### src/rtl/pirq_pkg.sv
package pirq_pkg;

  localparam logic [7:0] OFS_LIVE  = 8'h10;
  localparam logic [7:0] OFS_KIND  = 8'h11;
  localparam logic [7:0] OFS_PHI   = 8'h12;
  localparam logic [7:0] OFS_PLO   = 8'h13;
  localparam logic [7:0] OFS_ACK   = 8'h14;
  localparam logic [7:0] OFS_ON    = 8'h15;
  localparam logic [7:0] OFS_OFF   = 8'h16;
  localparam logic [7:0] OFS_HELD  = 8'h18;

  // Trigger condition of one source, before enable qualification.
  function automatic logic src_fire(input logic edge_mode, input logic hi,
                                    input logic lo, input logic cur,
                                    input logic prev);
    if (edge_mode)
      return (hi & cur & ~prev) | (lo & ~cur & prev);
    else
      return (hi & cur) | (lo & ~cur);
  endfunction

  // Next value of one latch bit: a new event wins over a clear.
  function automatic logic hold_next(input logic fire, input logic ack,
                                     input logic held);
    return fire | (held & ~ack);
  endfunction

endpackage

### src/rtl/pirq_regs.sv
module pirq_regs #(
  parameter int unsigned NSRC = 8,
  parameter int unsigned DW   = 8,
  parameter int unsigned AW   = 8
) (
  input  logic            clk,
  input  logic            rst_n,
  input  logic [AW-1:0]   addr,
  input  logic [DW-1:0]   wdata,
  input  logic            we,
  input  logic            re,
  input  logic [NSRC-1:0] live,
  input  logic [NSRC-1:0] held,
  output logic [DW-1:0]   rdata,
  output logic [NSRC-1:0] kind,
  output logic [NSRC-1:0] pol_hi,
  output logic [NSRC-1:0] pol_lo,
  output logic [NSRC-1:0] en,
  output logic [NSRC-1:0] ack
);
  import pirq_pkg::*;

  logic            wr_kind, wr_phi, wr_plo, wr_ack, wr_on, wr_off;
  logic [NSRC-1:0] wbits;
  logic [DW-1:0]   rd_next;

  assign wbits   = wdata[NSRC-1:0];
  assign wr_kind = we && (addr == AW'(OFS_KIND));
  assign wr_phi  = we && (addr == AW'(OFS_PHI));
  assign wr_plo  = we && (addr == AW'(OFS_PLO));
  assign wr_ack  = we && (addr == AW'(OFS_ACK));
  assign wr_on   = we && (addr == AW'(OFS_ON));
  assign wr_off  = we && (addr == AW'(OFS_OFF));

  assign ack = wr_ack ? wbits : '0;

  always_ff @(posedge clk or negedge rst_n) begin
    if (!rst_n) begin
      kind   <= '0;
      pol_hi <= '0;
      pol_lo <= '0;
      en     <= '0;
    end else begin
      if (wr_kind) kind   <= wbits;
      if (wr_phi)  pol_hi <= wbits;
      if (wr_plo)  pol_lo <= wbits;
      if (wr_on)        en <= en | wbits;
      else if (wr_off)  en <= en & ~wbits;
    end
  end

  always_comb begin
    rd_next = '0;
    case (addr)
      AW'(OFS_LIVE): rd_next[NSRC-1:0] = live;
      AW'(OFS_KIND): rd_next[NSRC-1:0] = kind;
      AW'(OFS_PHI):  rd_next[NSRC-1:0] = pol_hi;
      AW'(OFS_PLO):  rd_next[NSRC-1:0] = pol_lo;
      AW'(OFS_ON):   rd_next[NSRC-1:0] = en;
      AW'(OFS_HELD): rd_next[NSRC-1:0] = held;
      default:       rd_next = '0;
    endcase
  end

  always_ff @(posedge clk or negedge rst_n) begin
    if (!rst_n)  rdata <= '0;
    else if (re) rdata <= rd_next;
    else         rdata <= '0;
  end

endmodule

### src/rtl/pirq_detect.sv
module pirq_detect #(
  parameter int unsigned NSRC = 8
) (
  input  logic            clk,
  input  logic            rst_n,
  input  logic [NSRC-1:0] src_in,
  input  logic [NSRC-1:0] kind,
  input  logic [NSRC-1:0] pol_hi,
  input  logic [NSRC-1:0] pol_lo,
  input  logic [NSRC-1:0] en,
  output logic [NSRC-1:0] live,
  output logic [NSRC-1:0] hit
);
  import pirq_pkg::*;

  logic [NSRC-1:0] prev;

  always_ff @(posedge clk or negedge rst_n) begin
    if (!rst_n) begin
      live <= '0;
      prev <= '0;
    end else begin
      live <= src_in;
      prev <= live;
    end
  end

  for (genvar i = 0; i < NSRC; i++) begin : g_src
    assign hit[i] = en[i] & src_fire(kind[i], pol_hi[i], pol_lo[i],
                                     live[i], prev[i]);
  end

endmodule

### src/rtl/pirq_hold.sv
module pirq_hold #(
  parameter int unsigned NSRC = 8
) (
  input  logic            clk,
  input  logic            rst_n,
  input  logic [NSRC-1:0] hit,
  input  logic [NSRC-1:0] ack,
  output logic [NSRC-1:0] held
);
  import pirq_pkg::*;

  for (genvar i = 0; i < NSRC; i++) begin : g_bit
    always_ff @(posedge clk or negedge rst_n) begin
      if (!rst_n) held[i] <= 1'b0;
      else        held[i] <= hold_next(hit[i], ack[i], held[i]);
    end
  end

endmodule

### src/rtl/pirq_status.sv
module pirq_status #(
  parameter int unsigned NSRC = 8,
  parameter int unsigned DW   = 8,
  parameter int unsigned AW   = 8
) (
  input  logic            clk,
  input  logic            rst_n,
  input  logic [NSRC-1:0] src_in,
  input  logic [AW-1:0]   bus_addr,
  input  logic [DW-1:0]   bus_wdata,
  input  logic            bus_we,
  input  logic            bus_re,
  output logic [DW-1:0]   bus_rdata,
  output logic            irq_out
);
  logic [NSRC-1:0] kind_q, phi_q, plo_q, en_q;
  logic [NSRC-1:0] live_q, held_q;
  logic [NSRC-1:0] hit_w, ack_w;

  pirq_regs #(.NSRC(NSRC), .DW(DW), .AW(AW)) u_regs (
    .clk(clk), .rst_n(rst_n), .addr(bus_addr), .wdata(bus_wdata),
    .we(bus_we), .re(bus_re), .live(live_q), .held(held_q),
    .rdata(bus_rdata), .kind(kind_q), .pol_hi(phi_q), .pol_lo(plo_q),
    .en(en_q), .ack(ack_w)
  );

  pirq_detect #(.NSRC(NSRC)) u_det (
    .clk(clk), .rst_n(rst_n), .src_in(src_in), .kind(kind_q),
    .pol_hi(phi_q), .pol_lo(plo_q), .en(en_q), .live(live_q), .hit(hit_w)
  );

  pirq_hold #(.NSRC(NSRC)) u_hold (
    .clk(clk), .rst_n(rst_n), .hit(hit_w), .ack(ack_w), .held(held_q)
  );

  assign irq_out = |(held_q & en_q);

endmodule

### config.mk
export PLATFORM = sky130hd
export DESIGN_NAME = pirq_status
export DESIGN_NICKNAME = d
export VERILOG_FILES = /design/src/rtl/pirq_pkg.sv /design/src/rtl/pirq_regs.sv /design/src/rtl/pirq_detect.sv /design/src/rtl/pirq_hold.sv /design/src/rtl/pirq_status.sv
export SDC_FILE = /design/constraint.sdc
export NUM_CORES = 1
export LEC_CHECK = 0
export BUFFER_PORTS_ARGS = -buffer_cell sky130_fd_sc_hd__buf_2
export CAP_MARGIN = 20
export CORE_MARGIN = 10
export CORE_UTILIZATION = 55
export DETAILED_ROUTE_END_ITERATION = 12
export PLACE_DENSITY = 0.8
export SLEW_MARGIN = 20
export SYNTH_ARGS = -nofsm -noshare
export SYNTH_HDL_FRONTEND = slang
export SYNTH_SLANG_ARGS = --single-unit
### constraint.sdc
create_clock -name clk -period 2.45 [get_ports clk]
set_input_delay 0.1225 -clock clk [delete_from_list [all_inputs] [get_ports clk]]
set_output_delay 0.1225 -clock clk [all_outputs]
set_load 0.02 [all_outputs]
Yosys cells after proc, flatten, opt, wreduce, memory -nomap -nowiden
Index checks and enable logic that the tools add are counted.
Word-level totals
  bits of input ports: 28
  flip-flop bits (word level): 64
  output and inout bits: 9
Cells by class
  reduce and logical (&&, ||, !) cells: 8
  bitwise gates (word level): 100
  equal/unequal tests: 8
  multiplexer cells: 13
Operators by type and width (count)
  == test 8 x 5 -> 1 bit, second input constant: 8
  AND 1 bit: 48
  one-hot mux 8 bit (6 select lines): 1
  two-way mux 8 bit: 4
  NOT 1 bit: 24
  bitwise OR 1 bit: 24
  AND 8 bit: 2
  two-way mux 1 bit: 8
  NOT 8 bit: 1
  bitwise OR 8 bit: 1
  OR reduction 8 bit: 1
  logical AND 1 bit: 6
  nonzero test 2 bit: 1

Logic depth before layout (Yosys ltp)
Gate-level depths: netlist of the first run.
  depth in word-level cells: 7
  depth in mapped cells: 6
  depth with buffers taken out: 3

Modules after synthesis
Synthesis of the first run repeated with hierarchy kept, for this count alone.
Unflattened totals
  cell total of the unflattened synthesis: 259
  area total of the unflattened synthesis: 3088.0 µm²
By module, submodules not included
  pirq_regs: times used 1, area each 2119.5 µm², cells an instance 175
  pirq_detect: times used 1, area each 641.9 µm², cells an instance 55
  pirq_hold: times used 1, area each 290.3 µm², cells an instance 24
  pirq_status: times used 1, area each 36.3 µm², cells an instance 5

Worst setup path before layout of the first run
Ideal clock, no wire load.
  kind: input port to flip-flop
  start: input port bus_addr[5]
  end: register u_regs.kind[0]
  buffers on the path: 1
  setup slack: 0.743 ns
  arrival time: 1.582 ns
  stages on the path: 4
  data required time: 2.325 ns
  setup time: 0.125 ns
  cell sequence: or4b_1 or4_4 buf_6 mux2_4
On the way
  longest elaborated chain between the ends: 2
RTL lines
  from (decl): line pirq_status.sv:9  | input logic [AW-1:0] bus_addr,
  == test 8 x 5 -> 1 bit: line pirq_regs.sv:28  | assign wr_kind = we && (addr == AW'(OFS_KIND));
  logical AND 1 bit: line pirq_regs.sv:28
  to (signal assigned): line pirq_regs.sv:44  | if (wr_kind) kind <= wbits;
  to (decl): line pirq_regs.sv:15  | output logic [NSRC-1:0] kind,
No other way between the ends.
A chain may end at the register's enable or synchronous reset.

Worst setup path after layout of the first run
  start: input port bus_addr[5]
  end: register u_hold.held[0]
On the way
  longest elaborated chain between the ends: 6
RTL lines
  == test 8 x 5 -> 1 bit: line pirq_regs.sv:31  | assign wr_ack = we && (addr == AW'(OFS_ACK));
  logical AND 1 bit: line pirq_regs.sv:31
  two-way mux 8 bit: line pirq_regs.sv:35  | assign ack = wr_ack ? wbits : '0;
  NOT 1 bit: line pirq_pkg.sv:25  | return fire | (held & ~ack);
  AND 1 bit: line pirq_pkg.sv:25
  bitwise OR 1 bit: line pirq_pkg.sv:25
  to (signal, indexed assignment): line pirq_hold.sv:15  | else held[i] <= hold_next(hit[i], ack[i], held[i]);
  to (decl): line pirq_hold.sv:8  | output logic [NSRC-1:0] held
No other way between the ends.

==> out/metrics.cfg, run 1 <==
[synthesis]
synthTopCellsByArea = dfrtp_1 52%, mux2_2 9.2%, mux2i_1 5.2%, mux2_4 3.9%, a211oi_1 2.9%
ys_types = 32
synth_cells = 239
synth-seq-area-share_pct = 52.4
synth.ff_latch_count = 64
yosysWarningCount = 0
synthesis.area_sq_um = 3060
yosysTopAreaCellShare_pct = 52.4
syn_area_per_cell_sq_um = 12.8
syn_nets = 267
yosys.area.top_type = dfrtp_1

[die]
start_util_pct = 56.2
die_w_um = 94.6
core_sq_um = 5440
rows = 27
die_h_um = 94.6
fp.dieArea_sq_um = 8940
ios = 37

[critical_path]
crit_start = bus_addr[5]
crit_arrival_ps = 1770
worstSetupPathType = in2reg
start_kind = input pin
timing.rr.start = u_regs.pol_lo[6]
path_max_fanout = 19
rrSetupSlack_ps = 1340
end_kind = flop
cp.required_ps = 2670

[global_routing]
grt_pass1_vias = 2216
grt_max_degree = 38
antenna_found_initial = 0
grt_pass1_wl_um = 11900
grtUsageTotal_pct = 17.4
overflow = 0

[outcome]
outcome = complete, no violations

[placement]
port-buffer-count = 36
dp_slack_ps = 586
dpl.cell_count = 340
hpwl_um = 4900
place.gp.congestion = 0.836
placed_cell_area_sq_um = 3310

[drt]
drcViolationCount = 0
drt_pre_antenna_iters = 4
vias = 2205
viasPerCell = 6.04
drt-wirelength-per-cell_um = 20.3
drtAntennaViolNets = 0
first_iter_violations = 165
finalWirelength_um = 7410

[power_and_ir_drop]
p_int_uw = 1650
p_seq_share_pct = 50.6
p_sw_share_pct = 25.3
p_comb_share_pct = 8.6
switching_power_uw = 558
p_per_area_nw_per_um2 = 613
p_leak_uw = 0.00161
clkPwrFrac_pct = 40.7
vdd.ir_drop.worst_mv = 0.390

[cts]
clock_latency_ps = 350
cts-root-buf = clkbuf_8
cts_tree = done
path_clk_slew_ps = 80
cts.sinks = 64
cts_buffers = 9
cts_buffer_depth = 2
htreeDepth = 3

[worst_hold_path]
hold_start = bus_wdata[0]
hp-class = in2reg

[timing]
final_hold_viol_count = 0
finalClockSkew_ps = 11.2
max_freq_mhz = 645
finalCriticalPeriod_ps = 1550
worstMarginPinSlew_ps = 816
min_period_over_period_pct = 63.3
hold-worst-slack_ps = 86.3
setup_ws_ps = 899
rsz0062_at_grt = no
setup_violations = 0
tns_ps = 0
max_slew_margin_pct = 45.6
maxSlewViolCount = 0

[finish]
fin_nets = 316
multiInputGateArea_sq_um = 1370
register_area_sq_um = 1600
fin_area_sq_um = 3600
fill_cells = 420
antennaDiodeCount = 0
layout.cells.non_filler = 365
synthToLayoutAreaGrowth_pct = 17.8
drive_gt1_share_pct = 31.7

[run]
max_cap_viol_count = 0

==> worst max-delay path: stages <==
cell and delay (ps):
buf_2 110, nor4b_2 280, buf_4 270, nand4_1 520
a211o_1 470
==> area by class of cell <==
cell class                 count  area share (%)
sequential                    64            44.5
multi-input combinational    154            38.0
timing repair buffer          51            8.76
clock buffer                   9            3.44
tap                           72            2.50
clock inverter                 7            2.02
inverter                       8           0.834
==> path summary, 6_finish.rpt <==
path / endpoint / depth (start not counted)
max: u_hold.held[0] / 5
min: u_regs.kind[0] / 2
max reg2reg: u_regs.rdata[6] / 3
min reg2reg: u_det.prev[1] / 0
max in group asynchronous: u_det.prev[6] / 3
min in group asynchronous: u_hold.held[7] / 2
==> metal layers <==
metal | GRT usage [%] | wire [um] | up-vias
li1 | - | - | 1013
met1 | 22.6 | 3230 | 1136
met2 | 27.7 | 3730 | 51
met3 | 4.76 | 386 | 5
met4 | 5.61 | 59 | 0
met5 | 0 | 0 | -
==> power groups by stage <==
stage	Clock, uW	Sequential [uW]	Combinational, uW
after floorplan	0	1130	102
after global placement	0	1140	175
after detailed placement	0	1140	179
after CTS	912	1120	191
after global routing	967	1120	208
final	900	1120	191
==> repair_timing <==
item | 4_1_cts | 5_1_grt
resized for setup | 0 | 0
setup buffers | 0 | 0
hold endpoints to repair | 43 | 0
hold buffers | 9 | 0
==> placed cells by master, fill, tap and decap left out <==
| cell type | n |
|---|---|
| mux2_4 | 8 |
| mux2_2 | 25 |
| and3b_1 | 2 |
| o21ai_0 | 1 |
| a211o_1 | 8 |
| inv_1 | 8 |
| mux2i_1 | 16 |
| xnor2_1 | 8 |
| a211oi_1 | 12 |
| clkinv_2 | 2 |
| a22oi_1 | 11 |
| buf_2 | 36 |
| nand4b_1 | 1 |
| nor3_1 | 1 |
| or4_4 | 1 |
| nor4b_2 | 1 |
| clkbuf_8 | 9 |
| or4b_1 | 1 |
| nand3_1 | 1 |
| and4_1 | 5 |
| nor2b_1 | 12 |
| nand4_1 | 3 |
| buf_4 | 6 |
| clkinvlp_4 | 2 |
| o22ai_1 | 7 |
| dfrtp_1 | 64 |
| a2bb2oi_1 | 8 |
| a41oi_1 | 8 |
| and2_1 | 5 |
| clkinv_4 | 2 |
| nand3b_1 | 1 |
| dlygate4sd3_1 | 9 |
| a221oi_1 | 4 |
| bufinv_16 | 1 |
| nand2b_1 | 2 |
| nor2_1 | 2 |
==> cell usage after synthesis, drive strengths merged <==
cell,n
a211o,8
a211oi,12
a221oi,4
a22oi,11
a2bb2oi,8
a41oi,8
and2,5
and3b,2
and4,5
buf,3
clkbuf,10
dfrtp,64
inv,8
mux2,33
mux2i,16
nand2b,2
nand3,1
nand3b,1
nand4,3
nand4b,1
nor2,2
nor2b,12
nor3,1
nor4b,1
o21ai,1
o22ai,7
or4,1
or4b,1
xnor2,8
==> stage by stage <==
step / util, % / power, uW
final: 66.2 / 2210
after global routing: 66.2 / 2300
after CTS: 66.2 / 2220
after detailed placement: 60.9 / 1320
after global placement: 60.9 / 1310
after floorplan: - / 1230
==> cells by family after synthesis <==
family                 Yosys count  synth area share [%]
flip-flops                      64                  52.4
AO/OA/AOI/OAI                   59                  15.3
multiplexers                    49                  18.4
AND/OR/NAND/NOR                 38                  8.80
buffers and inverters           21                  2.87
XOR/XNOR                         8                  2.29
Note: power is estimated with default switching activity, not from simulation.
==> inputs of run 2 (changes only) <==
--- a/config.mk
+++ b/config.mk
@@ -5,12 +5,13 @@
 export SDC_FILE = /design/constraint.sdc
 export NUM_CORES = 1
 export LEC_CHECK = 0
+export ABC_AREA = 1
 export BUFFER_PORTS_ARGS = -buffer_cell sky130_fd_sc_hd__buf_2
 export CAP_MARGIN = 20
 export CORE_MARGIN = 10
-export CORE_UTILIZATION = 55
+export CORE_UTILIZATION = 52
 export DETAILED_ROUTE_END_ITERATION = 12
-export PLACE_DENSITY = 0.8
+export PLACE_DENSITY = 0.79
 export SLEW_MARGIN = 20
 export SYNTH_ARGS = -nofsm -noshare
 export SYNTH_HDL_FRONTEND = slang
==> constraint.sdc (replaced) <==
create_clock -name clk -period 1.25 [get_ports clk]
set_input_delay 0.0625 -clock clk [delete_from_list [all_inputs] [get_ports clk]]
set_output_delay 0.0625 -clock clk [all_outputs]
set_load 0.02 [all_outputs]
==> out/metrics.cfg, run 2 <==
[outcome]
outcome = complete, but fails checks  ; was complete, no violations
violations = negative setup slack

[timing]
finalCriticalPeriod_ps = 1470
min_period_over_period_pct = 118
tns_ps = -223  ; was 0 ps
finalClockSkew_ps = 5.20  ; was 11.2 ps
setup_violations = 1  ; was 0
max_slew_margin_pct = 68.2  ; was 45.6%
maxSlewViolCount = 0  ; unchanged
setup_ws_ps = -223  ; was 899 ps
max_freq_mhz = 679
rsz0062_at_grt = yes  ; was no
final_hold_viol_count = 0  ; unchanged
worstMarginPinSlew_ps = 477  ; was 816 ps

[drt]
vias = 2744  ; was 2205
finalWirelength_um = 7750  ; was 7410 um
viasPerCell = 5.38  ; was 6.04
drtAntennaViolNets = 0  ; unchanged
drcViolationCount = 0  ; unchanged
first_iter_violations = 208  ; was 165
drt_pre_antenna_iters = 5  ; was 4
drt-wirelength-per-cell_um = 15.2  ; was 20.3 um

[synthesis]
yosysTopAreaCellShare_pct = 51.2  ; was 52.4%
synthesis.area_sq_um = 3130  ; was 3060 sq um
syn_area_per_cell_sq_um = 8.97  ; was 12.8 sq um
yosysWarningCount = 0  ; unchanged
yosys.area.top_type = dfrtp_1  ; unchanged
synthTopCellsByArea = dfrtp_1 51%, nand2_1 9.4%, o21ai_0 7.5%, nand3_1 6.6%, inv_1 4.6%  ; was dfrtp_1 52%, mux2_2 9.2%, mux2i_1 5.2%, mux2_4 3.9%, a211oi_1 2.9%
syn_nets = 377  ; was 267
post-synth-top-count-cell = nand2_1  ; was dfrtp_1
synth_flop_cell = dfrtp_1  ; unchanged
synth_edf_count = 0  ; unchanged
async_reset_ff_share_pct = 100  ; unchanged
synth-seq-area-share_pct = 51.2  ; was 52.4%
synth_cells = 349  ; was 239
netlist_top_cells_count = 78 x nand2_1, 64 x dfrtp_1, 47 x o21ai_0  ; was 64 x dfrtp_1, 25 x mux2_2, 16 x mux2i_1
ys_types = 22  ; was 32
synth.ff_latch_count = 64  ; unchanged

[global_routing]
grt_pass1_wl_um = 13200  ; was 11900 um
antenna_found_initial = 0  ; unchanged
grt_pass1_vias = 2771  ; was 2216
grtUsageTotal_pct = 16.8  ; was 17.4%
grt_max_degree = 26  ; was 38
overflow = 0  ; unchanged

[critical_path]
path_max_fanout = 2  ; was 19
crit_top_cell = nand2_1
critical_path.cell_chain = nand2_1, nand2_1, a221oi_2, nand2_1, buf_6  ; was buf_2, nor4b_2, buf_4, nand4_1, a211o_1
crit_arrival_ps = 1410  ; was 1770 ps
r2r_cells = 5  ; was 3
rrSetupSlack_ps = 270  ; was 1340 ps
cpMaxStageDelayCell = dfrtp_1  ; was nand4_1
start_kind = flop  ; was input pin
crit_start = u_hold.held[6]  ; was bus_addr[5]
critPathMaxStageDelay_ps = 390  ; was 520 ps
worstSetupPathType = reg2out  ; was in2reg
cp.required_ps = 1190  ; was 2670 ps
crit_end = irq_out  ; was u_hold.held[0]
end_kind = primary output  ; was flop
worstReg2RegEnd = u_regs.rdata[5]  ; was u_regs.rdata[6]

[cts]
htreeDepth = 3  ; unchanged
cts_tree = done  ; unchanged
cts_buffers = 9  ; unchanged
path_clk_slew_ps = 60  ; was 80 ps
cts.sinks = 64  ; unchanged
cts-root-buf = clkbuf_8  ; unchanged
cts_buffer_depth = 2  ; unchanged
clock_latency_ps = 340  ; was 350 ps

[placement]
hpwl_um = 5450  ; was 4900 um
port-buffer-count = 36  ; unchanged
place.gp.congestion = 0.868  ; was 0.836
dpl.cell_count = 474  ; was 340
dp_slack_ps = -104  ; was 586 ps

[die]
core_sq_um = 5890  ; was 5440 sq um
ios = 37  ; unchanged
fp.dieArea_sq_um = 9520  ; was 8940 sq um
rows = 28  ; was 27
die_w_um = 97.6  ; was 94.6 um
start_util_pct = 53.2  ; was 56.2%
die_h_um = 97.6  ; was 94.6 um

[finish]
synthToLayoutAreaGrowth_pct = 26.6  ; was 17.8%
fin_nets = 461  ; was 316
layout_commonest_cell = nand2_1  ; was dfrtp_1
layout.cells.non_filler = 510  ; was 365
final_cell_mix = 78 x nand2_1, 64 x dfrtp_1, 47 x o21ai_0, 41 x nand3_1, 38 x inv_1  ; was 64 x dfrtp_1, 36 x buf_2, 25 x mux2_2, 16 x mux2i_1
drive_gt1_share_pct = 25.1  ; was 31.7%
antennaDiodeCount = 0  ; unchanged

[worst_hold_path]
hp-class = in2reg  ; unchanged

[power_and_ir_drop]
p_leak_uw = 0.00199  ; was 0.00161 uW
power_uw = 4410  ; was 2210 uW
p_per_area_nw_per_um2 = 1110  ; was 613 nW/um^2
vdd.ir_drop.worst_mv = 0.599  ; was 0.390 mV

[run]
max_cap_viol_count = 0  ; unchanged

run 2: worst min-delay path by stage:
stage                 from                         end  slack (ps)  cells past startpoint
finish              bus_we                        flop         190                      3
global route        bus_we                        flop         200                      3
CTS                 bus_re             u_regs.rdata[0]         150                      3
detailed placement   rst_n               u_det.live[1]          40                      1
global placement     rst_n               u_det.live[1]          40                      1
floorplan            rst_n  asynchronous set/reset pin        -230                      0
run 2: cell families after synthesis:
| kind of cell | Yosys count | synth area share [%] |
|---|---|---|
| flops | 64 | 51.2 |
| compound gates | 89 | 16.0 |
| buf+inv | 49 | 7.92 |
| simple gates | 147 | 24.9 |
run 2: what timing repair did:
action | 4_1_cts | 5_1_grt
setup endpoints to repair | 1 | 1
hold buffers | 17 | 0
gates resized for setup | 4 | 0
pin swaps | 1 | 1
endpoints found under the hold margin | 32 | 0
setup buffers | 3 | 3
run 2: where the power goes:
part           internal [uW]  switching, uW  total, uW
combinational            227            286        513
sequential              2180           83.8       2260
clock                    904            726       1630
run 2: worst max-delay path: cells and delay by family (launching register included):
family	cells	cell delay [ps]
AOI/OAI and AO/OA	1	210
buffers and inverters	1	160
DFF	1	390
and+or+nand+nor	3	310
run 2: routing by layer:
metal | wire length, um | vias up | global-route usage [%]
met3 | 532 | 18 | 4.27
met1 | 3310 | 1314 | 20.6
li1 | - | 1320 | -
met4 | 182 | 0 | 7.61
met2 | 3730 | 92 | 27.1
met5 | 0 | - | 0
run 2: stage by stage:
| stage | util, % | hold WS (ps) | cell area [sq um] |
|---|---|---|---|
| finish | 67.3 | 192 | 3960 |
| global route | 67.3 | 205 | 3960 |
| CTS | 66.9 | 146 | 3940 |
| detailed placement | 60.3 | 40.3 | 3550 |
| global placement | 60.3 | 35.3 | 3550 |
| floorplan | - | -233 | 3130 |
run 2: final cells by class:
type                       instances  area, sq um
timing repair buffer              81          642
fill                             463         1920
multi-input combinational        236         1290
inverter                          41          154
sequential                        64         1600
clock buffer                      13          179
tap                               75         93.8
==> inputs of run 3 (changes only) <==
--- a/config.mk
+++ b/config.mk
@@ -6,7 +6,7 @@
 export NUM_CORES = 1
 export LEC_CHECK = 0
 export ABC_AREA = 1
-export BUFFER_PORTS_ARGS = -buffer_cell sky130_fd_sc_hd__buf_2
+export BUFFER_PORTS_ARGS = -buffer_cell sky130_fd_sc_hd__buf_4
 export CAP_MARGIN = 20
 export CORE_MARGIN = 10
 export CORE_UTILIZATION = 52
==> out/metrics.cfg, run 3 (synthesis results as in run 2) <==
[cts]
htreeDepth = 3  ; unchanged
clock_latency_ps = 340  ; about the same
cts_buffers = 9  ; unchanged
cts_buffer_depth = 2  ; unchanged
cts-root-buf = clkbuf_8  ; unchanged
cts_tree = done  ; unchanged
cts.sinks = 64  ; unchanged
path_clk_slew_ps = 70  ; was 60 ps

[placement]
place.gp.congestion = 0.855  ; was 0.868
port-buffer-count = 36  ; unchanged
hpwl_um = 5450  ; about the same

[power_and_ir_drop]
p_int_uw = 3390  ; was 3310 uW
p_per_area_nw_per_um2 = 1120  ; was 1110 nW/um^2
p_leak_uw = 0.00201  ; was 0.00199 uW
p_seq_share_pct = 49.9  ; was 51.4%
vdd.ir_drop.worst_mv = 0.777  ; was 0.599 mV
switching_power_uw = 1150  ; was 1100 uW
p_sw_share_pct = 25.3  ; was 24.9%
p_comb_share_pct = 12.0  ; was 11.7%
clkPwrFrac_pct = 38.1  ; was 37.0%

[die]
core_sq_um = 5890  ; unchanged
start_util_pct = 53.2  ; unchanged
die_w_um = 97.6  ; unchanged
fp.dieArea_sq_um = 9520  ; unchanged
ios = 37  ; unchanged
rows = 28  ; unchanged
die_h_um = 97.6  ; unchanged

[global_routing]
grt_max_degree = 33  ; was 26
grt_pass1_vias = 2917  ; was 2771
grtUsageTotal_pct = 17.3  ; was 16.8%
antenna_found_initial = 0  ; unchanged
grt_pass1_wl_um = 13600  ; was 13200 um
overflow = 0  ; unchanged

[run]
max_cap_viol_count = 0  ; unchanged

[critical_path]
rrSetupSlack_ps = 150  ; was 270 ps
worstReg2RegEnd = u_regs.rdata[6]  ; was u_regs.rdata[5]
crit_start = u_hold.held[6]  ; unchanged
cp.required_ps = 1190  ; about the same
crit_end = irq_out  ; unchanged
end_kind = primary output  ; unchanged
crit_arrival_ps = 1360  ; was 1410 ps
r2r_cells = 6  ; was 5
path_max_fanout = 2  ; unchanged
start_kind = flop  ; unchanged
worstSetupPathType = reg2out  ; unchanged

[finish]
register_area_sq_um = 1600  ; unchanged
antennaDiodeCount = 0  ; unchanged
fill_cells = 443  ; was 463
final_cell_mix = 76 x nand2_1, 64 x dfrtp_1, 60 x buf_4, 47 x o21ai_0, 41 x nand3_1  ; was 78 x nand2_1, 64 x dfrtp_1, 47 x o21ai_0, 41 x nand3_1, 38 x inv_1
synthToLayoutAreaGrowth_pct = 29.3  ; was 26.6%
drive_gt1_share_pct = 25.6  ; was 25.1%
final_core_util_pct = 68.8  ; was 67.3%
fin_nets = 462  ; was 461
layout_commonest_cell = nand2_1  ; unchanged
multiInputGateArea_sq_um = 1300  ; was 1290 sq um

[timing]
setup_violations = 1  ; unchanged
hold-worst-slack_ps = 134  ; was 192 ps
min_period_over_period_pct = 114  ; was 118%
final_hold_viol_count = 0  ; unchanged
finalClockSkew_ps = 7.96  ; was 5.20 ps
max_freq_mhz = 703  ; was 679 MHz
finalCriticalPeriod_ps = 1420  ; was 1470 ps
rsz0062_at_grt = yes  ; unchanged
max_slew_margin_pct = 70.3  ; was 68.2%
setup_ws_ps = -173  ; was -223 ps
maxSlewViolCount = 0  ; unchanged
worstMarginPinSlew_ps = 446  ; was 477 ps

[drt]
drcViolationCount = 0  ; unchanged
viasPerCell = 5.42  ; was 5.38
drt_pre_antenna_iters = 4  ; was 5
finalWirelength_um = 8110  ; was 7750 um
drt-wirelength-per-cell_um = 15.8  ; was 15.2 um
first_iter_violations = 224  ; was 208
drtAntennaViolNets = 0  ; unchanged
vias = 2783  ; was 2744

[outcome]
violations = negative setup slack  ; unchanged
outcome = complete, but fails checks  ; unchanged

[worst_hold_path]
hp-class = in2reg  ; unchanged

==> run 3: cell count changes in the layout (fill, tap and decap cells not counted) <==
cell,previous run,this run
buf_12,6,4
buf_2,35,0
buf_4,22,60
bufinv_16,0,1
clkbuf_1,0,2
clkbuf_8,13,10
clkinv_2,0,1
clkinvlp_4,0,1
nand2_1,78,76
nand2_2,2,4
==> run 3: metal layers <==
| metal | up-vias | track usage (%) | wire length [um] | share of wire [%] |
|---|---|---|---|---|
| met5 | - | 0 | 0 | 0 |
| met4 | 0 | 9.40 | 218 | 2.7 |
| met3 | 19 | 3.91 | 570 | 7.0 |
| met2 | 96 | 27.7 | 3910 | 48 |
| met1 | 1336 | 21.1 | 3410 | 42 |
| li1 | 1332 | - | - | - |
==> run 3: layout make-up <==
cell class / count / share of cell area [%]
sequential: 64 / 39.6
multi-input combinational: 236 / 32.1
timing repair buffer: 82 / 17.6
inverter: 41 / 3.80
clock buffer: 12 / 3.59
tap: 75 / 2.32
clock inverter: 3 / 1.05
==> run 3: power groups by stage <==
stage / Combinational [uW] / Sequential [uW] / Clock [uW]
after detailed placement: 468 / 2300 / 0
after floorplan: 239 / 2270 / 0
final: 546 / 2270 / 1730
after CTS: 532 / 2260 / 1740
after global placement: 454 / 2290 / 0
after global routing: 605 / 2280 / 1830
==> run 3: how the worst min path moves through the flow <==
stage / startpoint / end / slack, ps / cells after the start
6_report: bus_we / flop / 130 / 3
5_1_grt: bus_we / flop / 160 / 3
4_1_cts: bus_we / flop / 130 / 3
3_5_place_dp: rst_n / u_regs.kind[1] / 40 / 1
3_3_place_gp: rst_n / u_det.live[1] / 40 / 1
2_1_floorplan: rst_n / asynchronous set/reset pin / -230 / 0
==> run 3: stage by stage <==
stage	setup slack [ps]	setup TNS, ps	total power [uW]	instance area [sq um]	std cells
detailed placement	-47.2	-365	2770	3610	474
floorplan	216	0	2510	3130	349
finish	-173	-173	4540	4050	513
CTS	-174	-174	4540	4000	508
global route	-240	-240	4710	4050	513
global placement	-5.14	-9.89	2750	3610	474
==> run 3: critical path: stages (launching register included) <==
cell and delay (ps):
dfrtp_1 410, nand2_2 90, nand2_2 60, a221oi_2 190, nand2_1 130, buf_6 150
==> run 3: timing repair <==
item | 4_1_cts | 5_1_grt
gates resized for setup | 3 | 2
endpoints found under the hold margin | 46 | 0
pin swaps | 2 | 6
setup endpoints to repair | 1 | 1
buffers inserted | 2 | 5
hold buffers | 17 | 0
